### src/rtl/addr10_pkg.sv
package addr10_pkg;
  typedef enum logic [2:0] {
    S_IDLE,
    S_WAIT_HI,
    S_WAIT_LO,
    S_ADDR_WR,
    S_ADDR_RD
  } mstate_t;

  typedef struct packed {
    logic clrAll;
    logic clrAddr;
    logic setPrior;
    logic clrPrior;
    logic setWrite;
    logic setRead;
    logic ackStb;
    logic nackStb;
  } strobes_t;
endpackage

### src/rtl/addr10_ctrl.sv
module addr10_ctrl
  import addr10_pkg::*;
(
  input  logic     clk,
  input  logic     rstN,
  input  logic     byteValid,
  input  logic     startPulse,
  input  logic     rstartPulse,
  input  logic     stopPulse,
  input  logic     hiMatch,
  input  logic     loMatch,
  input  logic     rwBit,
  input  logic     priorNow,
  output strobes_t str
);
  mstate_t state, stateNxt;

  always_comb begin
    stateNxt = state;
    str = '0;
    if (stopPulse) begin
      str.clrAll = 1'b1;
      stateNxt = S_IDLE;
    end else if (startPulse || rstartPulse) begin
      str.clrAddr = 1'b1;
      stateNxt = S_WAIT_HI;
    end else if (byteValid) begin
      unique case (state)
        S_WAIT_HI: begin
          if (!hiMatch) begin
            str.nackStb = 1'b1;
            str.clrPrior = 1'b1;
            stateNxt = S_IDLE;
          end else if (!rwBit) begin
            str.ackStb = 1'b1;
            str.clrPrior = 1'b1;
            stateNxt = S_WAIT_LO;
          end else if (priorNow) begin
            str.ackStb = 1'b1;
            str.setRead = 1'b1;
            stateNxt = S_ADDR_RD;
          end else begin
            str.nackStb = 1'b1;
            stateNxt = S_IDLE;
          end
        end
        S_WAIT_LO: begin
          if (loMatch) begin
            str.ackStb = 1'b1;
            str.setWrite = 1'b1;
            str.setPrior = 1'b1;
            stateNxt = S_ADDR_WR;
          end else begin
            str.nackStb = 1'b1;
            stateNxt = S_IDLE;
          end
        end
        default: stateNxt = state;
      endcase
    end
  end

  always_ff @(posedge clk) begin
    if (!rstN) state <= S_IDLE;
    else       state <= stateNxt;
  end

  // one answer per byte, never ACK and NACK together
  p_ack_excl_r4: assert property (@(posedge clk) disable iff (!rstN)
    $onehot0({str.ackStb, str.nackStb}));

  // no answer to a byte outside the address phase
  p_no_ans_idle_r11: assert property (@(posedge clk) disable iff (!rstN)
    (state == S_IDLE || state == S_ADDR_WR || state == S_ADDR_RD)
      |-> !(str.ackStb || str.nackStb));
endmodule

### src/rtl/addr10_dp.sv
module addr10_dp
  import addr10_pkg::*;
#(
  parameter int ADDR_W = 10,
  parameter int BYTE_W = 8,
  parameter logic [4:0] HI_TAG = 5'b11110
) (
  input  logic              clk,
  input  logic              rstN,
  input  logic [ADDR_W-1:0] ownAddr,
  input  logic [BYTE_W-1:0] byteData,
  input  logic              holdRelease,
  input  strobes_t          str,
  output logic              hiMatch,
  output logic              loMatch,
  output logic              rwBit,
  output logic              addressed,
  output logic              writeReq,
  output logic              readReq,
  output logic              priorMatch,
  output logic              holdClk,
  output logic              ackValid,
  output logic              ackNack
);
  localparam int HI_BITS = ADDR_W - BYTE_W;

  assign rwBit   = byteData[0];
  assign hiMatch = (byteData[BYTE_W-1 -: 5] == HI_TAG) &&
                   (byteData[HI_BITS:1] == ownAddr[ADDR_W-1 -: HI_BITS]);
  assign loMatch = (byteData == ownAddr[BYTE_W-1:0]);

  always_ff @(posedge clk) begin
    if (!rstN) begin
      addressed  <= 1'b0;
      writeReq   <= 1'b0;
      readReq    <= 1'b0;
      priorMatch <= 1'b0;
      holdClk    <= 1'b0;
      ackValid   <= 1'b0;
      ackNack    <= 1'b0;
    end else begin
      ackValid <= str.ackStb | str.nackStb;
      ackNack  <= str.nackStb;

      if (str.clrAll || str.clrAddr) begin
        addressed <= 1'b0;
        writeReq  <= 1'b0;
        readReq   <= 1'b0;
      end else if (str.setWrite) begin
        addressed <= 1'b1;
        writeReq  <= 1'b1;
      end else if (str.setRead) begin
        addressed <= 1'b1;
        readReq   <= 1'b1;
      end

      if (str.clrAll || str.clrPrior) priorMatch <= 1'b0;
      else if (str.setPrior)          priorMatch <= 1'b1;

      if (str.setRead)                       holdClk <= 1'b1;
      else if (str.clrAll || holdRelease)    holdClk <= 1'b0;
    end
  end

  p_req_excl_r12: assert property (@(posedge clk) disable iff (!rstN)
    !(writeReq && readReq));

  p_req_addr_r3: assert property (@(posedge clk) disable iff (!rstN)
    (writeReq || readReq) |-> addressed);

  p_stop_clear_r6: assert property (@(posedge clk) disable iff (!rstN)
    str.clrAll |=> !(priorMatch || addressed || holdClk));

  p_hold_release_r9: assert property (@(posedge clk) disable iff (!rstN)
    (holdRelease && !str.setRead) |=> !holdClk);

  p_read_prior_r10: assert property (@(posedge clk) disable iff (!rstN)
    $rose(readReq) |-> $past(priorMatch));
endmodule

### src/rtl/addr10_match.sv
module addr10_match
  import addr10_pkg::*;
#(
  parameter int ADDR_W = 10,
  parameter int BYTE_W = 8
) (
  input  logic              clk,
  input  logic              rstN,
  input  logic [ADDR_W-1:0] ownAddr,
  input  logic              byteValid,
  input  logic [BYTE_W-1:0] byteData,
  input  logic              startPulse,
  input  logic              rstartPulse,
  input  logic              stopPulse,
  input  logic              holdRelease,
  output logic              addressed,
  output logic              writeReq,
  output logic              readReq,
  output logic              priorMatch,
  output logic              holdClk,
  output logic              ackValid,
  output logic              ackNack
);
  strobes_t str;
  logic hiMatch, loMatch, rwBit;

  addr10_ctrl i_ctrl (
    .clk(clk), .rstN(rstN), .byteValid(byteValid),
    .startPulse(startPulse), .rstartPulse(rstartPulse), .stopPulse(stopPulse),
    .hiMatch(hiMatch), .loMatch(loMatch), .rwBit(rwBit),
    .priorNow(priorMatch), .str(str)
  );

  addr10_dp #(.ADDR_W(ADDR_W), .BYTE_W(BYTE_W)) i_dp (
    .clk(clk), .rstN(rstN), .ownAddr(ownAddr), .byteData(byteData),
    .holdRelease(holdRelease), .str(str),
    .hiMatch(hiMatch), .loMatch(loMatch), .rwBit(rwBit),
    .addressed(addressed), .writeReq(writeReq), .readReq(readReq),
    .priorMatch(priorMatch), .holdClk(holdClk),
    .ackValid(ackValid), .ackNack(ackNack)
  );
endmodule

### config.mk
export PLATFORM = sky130hd
export DESIGN_NAME = addr10_match
export DESIGN_NICKNAME = d
export VERILOG_FILES = /design/src/rtl/addr10_pkg.sv /design/src/rtl/addr10_ctrl.sv /design/src/rtl/addr10_dp.sv /design/src/rtl/addr10_match.sv
export SDC_FILE = /design/constraint.sdc
export NUM_CORES = 1
export LEC_CHECK = 0
export BUFFER_PORTS_ARGS = -buffer_cell sky130_fd_sc_hd__buf_4
export CAP_MARGIN = 5
export CORE_AREA = 2 2 39 41
export DETAILED_ROUTE_END_ITERATION = 7
export DIE_AREA = 0 0 41 43
export PLACE_DENSITY = 0.86
export SLEW_MARGIN = 20
export SYNTH_ARGS = -nofsm -noshare
export SYNTH_HDL_FRONTEND = slang
export SYNTH_SLANG_ARGS = --single-unit
export TNS_END_PERCENT = 1
### constraint.sdc
create_clock -name clk -period 3.15 [get_ports clk]
set_clock_uncertainty 0.15 [all_clocks]
set_input_delay 0.315 -clock clk [delete_from_list [all_inputs] [get_ports clk]]
set_output_delay 0.315 -clock clk [all_outputs]
set_load 0.05 [all_outputs]
[Word level (Yosys, flattened, before mapping)]
Index checks and enable logic that the tools add are counted.
Operators by class
  mux-type cells: 31
  $mul: 0
  magnitude comparators: 0
  div/mod/pow operators: 0
  bitwise logic cells: 3
  add/subtract/negate cells: 0
  shifts and indexed selects: 0
  reductions and logical operators: 17
  eq/ne operators: 5
Operators by type and width (count)
  1-bit 2-to-1 mux: 20
  6-bit 2-to-1 mux: 2
  3-bit 2-to-1 mux: 3
  8-bit == test: 1
  2-bit nonzero test: 4
  7-bit 2-to-1 mux: 1
  2-bit 2-to-1 mux: 3
  3-bit one-hot mux with 2 select lines: 1
  2-bit AND reduction: 3
  2-bit OR reduction: 3
  5-bit == test (second input constant): 1
  1-bit logical OR: 4
  2-bit one-hot mux with 2 select lines: 1
  3-bit by 1-bit == test with 1-bit output (second input constant): 1
  3-bit by 2-bit == test with 1-bit output (second input constant): 1
  3-bit nonzero test: 1
  3-bit OR reduction: 1
  2-bit == test: 1
  1-bit NOT: 2
  1-bit logical AND: 1
  1-bit bitwise OR: 1
Word-level totals
  input bits: 25
  output and inout port bits: 7
  memories kept: 0
  word-level logic and storage cells: 65
  bits in writable memories: 0
  register bits: 10
  ROM bits: 0
  latch bits: 0

[Logic depth before layout (Yosys ltp)]
Gate-level depths: netlist (run 1).
  depth in word-level cells: 9
  mapped depth: 4
  gate-level depth less buffers: 4

[Cells and area by module]
Synthesis (run 1) repeated with hierarchy kept, for this count alone.
Second synthesis, totals
  cells, all modules: 72
  area total of the unflattened synthesis: 621.8 um2
By module, submodules not included
  addr10_dp: instances 1, seq. area each 140.1 um2, cells an instance 37, area each 341.6 um2
  addr10_ctrl: instances 1, seq. area each 60.1 um2, cells an instance 35, area each 280.3 um2

[Least setup slack after synthesis (run 1)]
No wires, ideal clock.
  path kind: input-to-reg
  start point: in byteData[2]
  end point: reg i_dp.addressed
  setup slack: 1.506 ns
  required time: 2.940 ns
  buffers on the path: 0
  library setup time: 0.060 ns
  arrival: 1.434 ns
  stages on the path: 4
  cells stage by stage: xor2_1 -> or4_4 -> nor4_2 -> o31a_1
On the way
  word-level cells in the longest chain between the ends: 8
  elaborated cells on any way between the ends: 12
  those cells by class: eq/ne: 2; mux: 8; reduce/logical: 2
Ends and longest elaborated chain
  start: declaration: line addr10_match.sv:11  | input logic [BYTE_W-1:0] byteData,
  2-bit == test: line addr10_dp.sv:29  | (byteData[HI_BITS:1] == ownAddr[ADDR_W-1 -: HI_BITS]);
  1-bit logical AND: line addr10_dp.sv:28  | assign hiMatch = (byteData[BYTE_W-1 -: 5] == HI_TAG) &&
  2-bit 2-to-1 mux: line addr10_ctrl.sv:30  | if (!hiMatch) begin
  1-bit 2-to-1 mux: line addr10_ctrl.sv:28  | unique case (state)
  6-bit 2-to-1 mux *: line addr10_ctrl.sv:27  | end else if (byteValid) begin
  6-bit 2-to-1 mux *: line addr10_ctrl.sv:24  | end else if (startPulse || rstartPulse) begin
  7-bit 2-to-1 mux *: line addr10_ctrl.sv:21  | if (stopPulse) begin
  2-bit nonzero test (no source line)
  end signal: assignment: line addr10_dp.sv:34  | addressed <= 1'b0;
  end signal: assignment: line addr10_dp.sv:46  | addressed <= 1'b0;
  end signal: assignment: line addr10_dp.sv:50  | addressed <= 1'b1;
  end: declaration: line addr10_dp.sv:17  | output logic addressed,
Every way passes the cells marked *; elsewhere a longest branch is shown, timed or not.
A chain may end at the register's enable or synchronous reset.

[Final worst setup path (run 1)]
  start point: reg i_ctrl.state[0]
  end point: reg i_dp.priorMatch
On the way
  word-level cells in the longest chain between the ends: 7
  elaborated cells on any way between the ends: 9
  those cells by class: eq/ne: 2; mux: 5; reduce/logical: 2
Ends and longest elaborated chain
  start: declaration: line addr10_ctrl.sv:16  | mstate_t state, stateNxt;
  start signal: assignment: line addr10_ctrl.sv:65  | else state <= stateNxt;
  3-bit by 1-bit == test with 1-bit output: line addr10_ctrl.sv:28
  1-bit 2-to-1 mux: line addr10_ctrl.sv:28
  6-bit 2-to-1 mux *: line addr10_ctrl.sv:27
  6-bit 2-to-1 mux *: line addr10_ctrl.sv:24
  7-bit 2-to-1 mux *: line addr10_ctrl.sv:21
  1-bit logical OR: line addr10_dp.sv:57  | if (str.clrAll || str.clrPrior) priorMatch <= 1'b0;
  2-bit OR reduction (no source line)
  end signal: assignment: line addr10_dp.sv:37  | priorMatch <= 1'b0;
  end signal: assignment: line addr10_dp.sv:57
  end signal: assignment: line addr10_dp.sv:58  | else if (str.setPrior) priorMatch <= 1'b1;
  end: declaration: line addr10_dp.sv:20  | output logic priorMatch,
Marked as above.

==> results of run 1 <==
==> synthesized netlist by cell type, drive strengths merged, types with 2 or more instances <==
cell type and n:
a21oi 2, a31oi 2, dfxtp 10, nand2 5, nand4 3, nor2 5
nor2b 2, nor4 3, o21a 3, o21ai 2, or3 3, xnor2 8
xor2 2
==> worst max path at each step <==
stage,start,end,slack [ns],cells past startpoint
after global routing,i_ctrl.state[0]$_SDFFE_PP0P_,i_dp.priorMatch$_SDFFE_PP0P_,1.42,4
after detailed placement,byteData[2],i_dp.addressed$_SDFFE_PP0P_,1.29,5
final,i_ctrl.state[0]$_SDFFE_PP0P_,i_dp.priorMatch$_SDFFE_PP0P_,1.52,4
after floorplan,byteData[2],i_dp.addressed$_SDFFE_PP0P_,1.51,4
after global placement,byteData[2],i_dp.addressed$_SDFFE_PP0P_,1.33,5
after CTS,i_ctrl.state[0]$_SDFFE_PP0P_,i_dp.priorMatch$_SDFFE_PP0P_,1.52,4
==> cells by family after synthesis <==
group	after synthesis
xor+xnor	10
simple gates	28
flops	10
buf+inv	1
compound gates	12
==> cell type report <==
type	instances	area share, %
tap	16	2.43
timing repair buffer	31	28.2
clock buffer	3	2.73
inverter	1	0.455
sequential	10	24.3
multi-input combinational	50	41.9
==> worst max-delay path: stages, from the launching register on <==
cell and delay (ns):
dfxtp_1 0.33, and4bb_2 0.33, inv_1 0.06, nor4_1 0.50, o211a_1 0.19
==> power by group <==
group / total, uW / leakage, uW / switching, uW / internal (uW)
sequential: 128 / 0.0000808 / 0.729 / 127
combinational: 50.9 / 0.000244 / 19.9 / 31.0
clock: 86.8 / 0.0000138 / 42.6 / 44.1
total: 266 / 0.000338 / 63.3 / 202
==> per-stage QoR <==
| step | worst slack (ns) | util [%] |
|---|---|---|
| after detailed placement | 1.29 | 58.0 |
| after CTS | 1.52 | 59.6 |
| after global routing | 1.42 | 59.6 |
| final | 1.52 | 59.6 |
| after floorplan | 1.51 | - |
| after global placement | 1.33 | 58.0 |
==> cells in the final DEF (no fill, tap or decap), types with 2 or more instances in the layout <==
cell type and count:
buf_4 31, dfxtp_1 10, xnor2_1 8, nor2_1 5
nand2_1 5, nand4_1 3, or3_1 3, o21a_1 3
clkbuf_4 3, a31oi_1 2, xor2_1 2, nor2b_1 2
nor4_1 2, o21ai_0 2, a21oi_1 2
==> flip-flops by register name, summed over array words and instances (netlist names) <==
name	count
i_ctrl.state	3
i_dp.ackNack	1
i_dp.ackValid	1
i_dp.addressed	1
i_dp.holdClk	1
i_dp.priorMatch	1
i_dp.readReq	1
i_dp.writeReq	1
==> layer usage <==
metal / global-route usage, % / routed length (um) / part of all wire (%) / up-vias
met3: 7.85 / 67 / 5.0 / 4
li1: - / - / - / 296
met2: 27.5 / 721 / 54 / 12
met4: 6.00 / 19 / 1.4 / 0
met5: 0 / 0 / 0 / -
met1: 21.7 / 529 / 40 / 267
==> impl_results.md, run 1 <==
* Nets at 122
* Storage element area at 200 um^2
* Placement Cell Area at 802 um^2
* Post-synthesis xor/xnor area fraction at 15.9%
* I/O pin count at 32
* CTS clk-pin slew, worst paths at 0.06 ns
* Total negative slack at 0 ns
* Finished Cell Area at 825 um^2
* Synth Area in Simple Gates at 32.1%
* RSZ-0062 raised after global routing: false
* Final number of hold-violating endpoints at 0
* Die Ht at 43 um
* Synth Area per Inst at 9.00 um^2
* Peak supply drop at 0.188 mV
* Post-CTS resize count at 0
* WL/cell at 12.0 um
* Max Slew Vio Count at 0
* Vias at 579
* Yosys warns at 0
* All-Layer GR Usage at 18.0%
* Cell count after synthesis at 61
* Critical Path Sink Type: flop
* Routed WL at 1340 um
* Hold_buf cts at 0
* Die X-Extent at 41 um
* Finish-stage setup viols at 0
* Total congestion overflow at 0
* CTS sink cnt at 10
* Reg2Reg Setup Slack at 1.52 ns
* Worst-Margin Slew at 0.518 ns
* Critical path class: reg -> reg
* LEAKAGE at 0.000338 uW
* DR iter-0 viols at 10
* Multiplexer share of the synthesized area at 0%
* Pwr Total at 266 uW
* Slew HR at 65.1%
* Number of synthesized flops with an enable pin at 0
* Startpoint Class: flop
* Post-synth top area cell: dfxtp_1
* Sequential share of the synthesized area at 36.4%
* Synthesized area at 549 um^2
* Die ar. at 0.00176 mm^2
* Main combinational cell family by area after synthesis: simple AND/OR/NAND/NOR gates
* Clk_lat worst skew at 0.27 ns
* Synthesized net count at 86
* First-pass GRT wire length at 2140 um
* HP Start: rstN
* Final HPWL DP at 1140 um
* Multi-input gate area at 345 um^2
* Synth top area cells: dfxtp_1 (36%), xnor2_1 (13%), o21a_1 (4.1%)
* DRC viols at 0
* Clk root buf: clkbuf_4
* Max Cap Viol at 0
* Path depth of the worst reg2reg path at 4
* Distinct cells, synth at 25
* Starting density of the core at 39.7%
* ANT nets after route at 0
* Reg-to-Reg Start: i_ctrl.state[0]$_SDFFE_PP0P_
* Hold Path Depth at 2
* H-tree levels at 1
* Ys async rst share at 0%
* IO Port Bufs at 31
* Largest net degree at the start of global routing at 6
* Compound-Gate Fraction of Synth Area at 14.8%
* Core area at 0.00138 mm^2
* Tcrit/Tclk final at 51.7%
* Crit path max fanout at 4
* Worst min-delay path class: in -> reg
* TritonCTS clock tree: built
* Vias in the first global route at 537
* Postcts setup bufs at 0
* TritonRoute pass-1 iters at 4
* Post-synthesis adder-cell area fraction at 0%
* WP data arrival at 1.69 ns
* Dominant synthesized flop cell: dfxtp_1
* Via density at 5.22
* Status: finished clean
* Worst path required time at 3.21 ns
* RePlAce Congestion at 0.816
* Tmin final at 1.63 ns
* Filler cells at 125
* Hold Slack at 0.119 ns
* Antenna diodes at 0
* Hold Path Sink: i_dp.holdClk$_SDFFE_PN0P_
* Area Overhead vs Synth at 50.1%
* CTS max path bufs at 2
* FP Rows at 14
* Initial antenna violation count at 0
* CTS buffer count at 3
* Post-synthesis register bit count at 10
* Worst flop-to-flop path endpoint: i_dp.priorMatch$_SDFFE_PP0P_
* Peak Freq at 614 MHz
* PwrDens at 322 mW/mm^2
* Post-Place Cells at 108
* Post-synth top area share at 36.4%
* Final non-filler cell total at 111
* Layout cell share with drive strength beyond 1 at 38.9%
Power figures use the tool's default switching activity.
==> run 2, diff against run 1 <==
--- a/config.mk
+++ b/config.mk
@@ -7,10 +7,10 @@
 export LEC_CHECK = 0
 export BUFFER_PORTS_ARGS = -buffer_cell sky130_fd_sc_hd__buf_4
 export CAP_MARGIN = 5
-export CORE_AREA = 2 2 39 41
+export CORE_MARGIN = 2
+export CORE_UTILIZATION = 37
 export DETAILED_ROUTE_END_ITERATION = 7
-export DIE_AREA = 0 0 41 43
-export PLACE_DENSITY = 0.86
+export PLACE_DENSITY = 0.82
 export SLEW_MARGIN = 20
 export SYNTH_ARGS = -nofsm -noshare
 export SYNTH_HDL_FRONTEND = slang
==> constraint.sdc (replaced) <==
create_clock -name clk -period 1.43 [get_ports clk]
set_clock_uncertainty 0.15 [all_clocks]
set_input_delay 0.143 -clock clk [delete_from_list [all_inputs] [get_ports clk]]
set_output_delay 0.143 -clock clk [all_outputs]
set_load 0.05 [all_outputs]
==> run 2 against run 1 <==
  * Routed wire length is 26% higher
  * Cell count is 9.0% higher
  * Worst setup slack worse by 1.5 ns
  * First-iteration DRC count is 50% higher
  * Clock power is 120% higher
  * Die area is 2.6% higher
  * The run now ends with negative setup slack left
  * Largest cell class unchanged
  * Power is 130% higher
==> impl_results.md, run 2 (synthesis gave the netlist of run 1 again) <==
* CTS buffer count at 3
* Pwr Total at 610 uW
* Largest stage delay, worst path at 0.34 ns
* Clk root buf: clkbuf_4
* Crit path max fanout at 4
* CTS sink cnt at 10
* CP cell instances: and4bb_2 -> inv_2 -> nor4_2 -> buf_4 -> o211a_1
* Clk_lat worst skew at 0.27 ns
* Nets at 133
* Worst path top cell family by delay: simple AND/OR/NAND/NOR gates
* Total congestion overflow at 0
* WP data arrival at 1.51 ns
* Initial antenna violation count at 0
* Reg2Reg Setup Slack at -0.01 ns
* DR iter-0 viols at 15
* Max Slew Vio Count at 0
* CTS max path bufs at 2
* Largest net degree at the start of global routing at 6
* Peak Freq at 692 MHz
* LEAKAGE at 0.000411 uW
* Layout cell share with drive strength beyond 1 at 50.9%
* Worst path required time at 1.49 ns
* ANT nets after route at 0
* Hold Slack at 0.0227 ns
* RSZ-0062 raised after global routing: true
* Core area at 0.00135 mm^2
* Startpoint Class: flop
* Failing checks: negative setup slack
* All-Layer GR Usage at 18.8%
* TritonCTS clock tree: built
* Crit path max-delay cell type: dfxtp_2
* Finish-stage setup viols at 2
* RePlAce Congestion at 0.756
* CTS clk-pin slew, worst paths at 0.06 ns
* Worst-Margin Slew at 0.396 ns
* Vias in the first global route at 590
* Max FFs per register at 3
* Postcts setup bufs at 0
* DRC viols at 0
* Starting density of the core at 40.7%
* Setup slack after layout at -0.0148 ns
* Finished Cell Area at 955 um^2
* WL/cell at 13.9 um
* Slew HR at 73.3%
* Critical Path Sink Type: flop
* Area Overhead vs Synth at 73.8%
* Tmin final at 1.44 ns
* Worst slack, placed at -0.216 ns
* Critical path buffers and inverters at 2
* Final number of hold-violating endpoints at 0
* Status: complete, but fails checks
* PwrDens at 639 mW/mm^2
* Die X-Extent at 42.5 um
* Tcrit/Tclk final at 101%
* Antenna diodes at 0
* Routed WL at 1680 um
* FP Rows at 13
* Via density at 5.33
* I/O pin count at 32
* IO Port Bufs at 31
* Largest reg by FF count: i_ctrl.state
* Worst min-delay path class: in -> reg
* Commonest non-fill, non-tap cell in the layout: buf_4
* Critical path class: reg -> reg
* Die Ht at 42.5 um
* Die ar. at 0.00181 mm^2
* H-tree levels at 1
* Filler cells at 108
* Commonest non-fill, non-tap cells in the layout: buf_4 (41), dfxtp_1 (9), xnor2_1 (8)
* TritonRoute pass-1 iters at 4
* Max Cap Viol at 0
* Peak supply drop at 0.413 mV
* First-pass GRT wire length at 2480 um
* Placement Cell Area at 885 um^2
* Vias at 645
[run 2: cell count changes in the layout (fill, tap and decap cells not counted), sizes merged]
cell and delta:
buf +10, dlygate4sd3 +1
[run 2: repair_timing]
item,CTS,global route
setup endpoints to repair,5,5
pin swaps,1,4
hold buffers,1,0
endpoints found under the hold margin,1,0
gates resized for setup,2,5
[run 2: report_power, final]
group	leakage [uW]	total [uW]	internal, uW	switching (uW)
sequential	0.0000813	282	280	1.65
clock	0.0000138	192	97.2	94.5
combinational	0.000316	136	83.7	52.3
total	0.000411	610	461	148
[run 2: per-stage QoR]
stage,utilization (%),TNS (ns),cells
after floorplan,-,-0.0765,61
after global placement,65.5,-0.878,117
after detailed placement,65.5,-1.01,117
after CTS,68.5,-0.0438,121
after global routing,70.7,-0.173,121
final,70.7,-0.0267,121
[run 2: layout make-up]
cell class | count | area, um^2 | area share (%)
repair buffers | 42 | 318 | 33.3
flip-flops and latches | 10 | 201 | 21.1
multi-input cells | 50 | 390 | 40.9
well taps | 15 | 18.8 | 1.97
clock buffers | 3 | 22.5 | 2.36
inverters | 1 | 3.75 | 0.393
[run 2: per-layer routing]
layer	wire length, um	global-route usage (%)	vias up
met4	57	12.5	0
li1	-	-	316
met5	0	0	-
met1	660	18.8	292
met3	107	6.03	6
met2	854	32.6	31
[run 2: path summary, 6_finish.rpt]
path	startpoint	end	cells past startpoint
setup / recovery	i_ctrl.state[2]$_SDFFE_PP0P_	i_dp.priorMatch$_SDFFE_PP0P_	5
hold / removal	stopPulse	i_dp.priorMatch$_SDFFE_PP0P_	3
setup reg to reg	i_ctrl.state[2]$_SDFFE_PP0P_	i_dp.priorMatch$_SDFFE_PP0P_	5
hold reg to reg	i_dp.writeReq$_SDFFE_PP0P_	i_dp.writeReq$_SDFFE_PP0P_	1
[run 2: tightest hold or removal path: cells and delay by family]
kind | cells | cell delay [ns]
AND/OR/NAND/NOR | 1 | 0.05
buffers and inverters | 1 | 0.10
AO/OA/AOI/OAI | 1 | 0.10
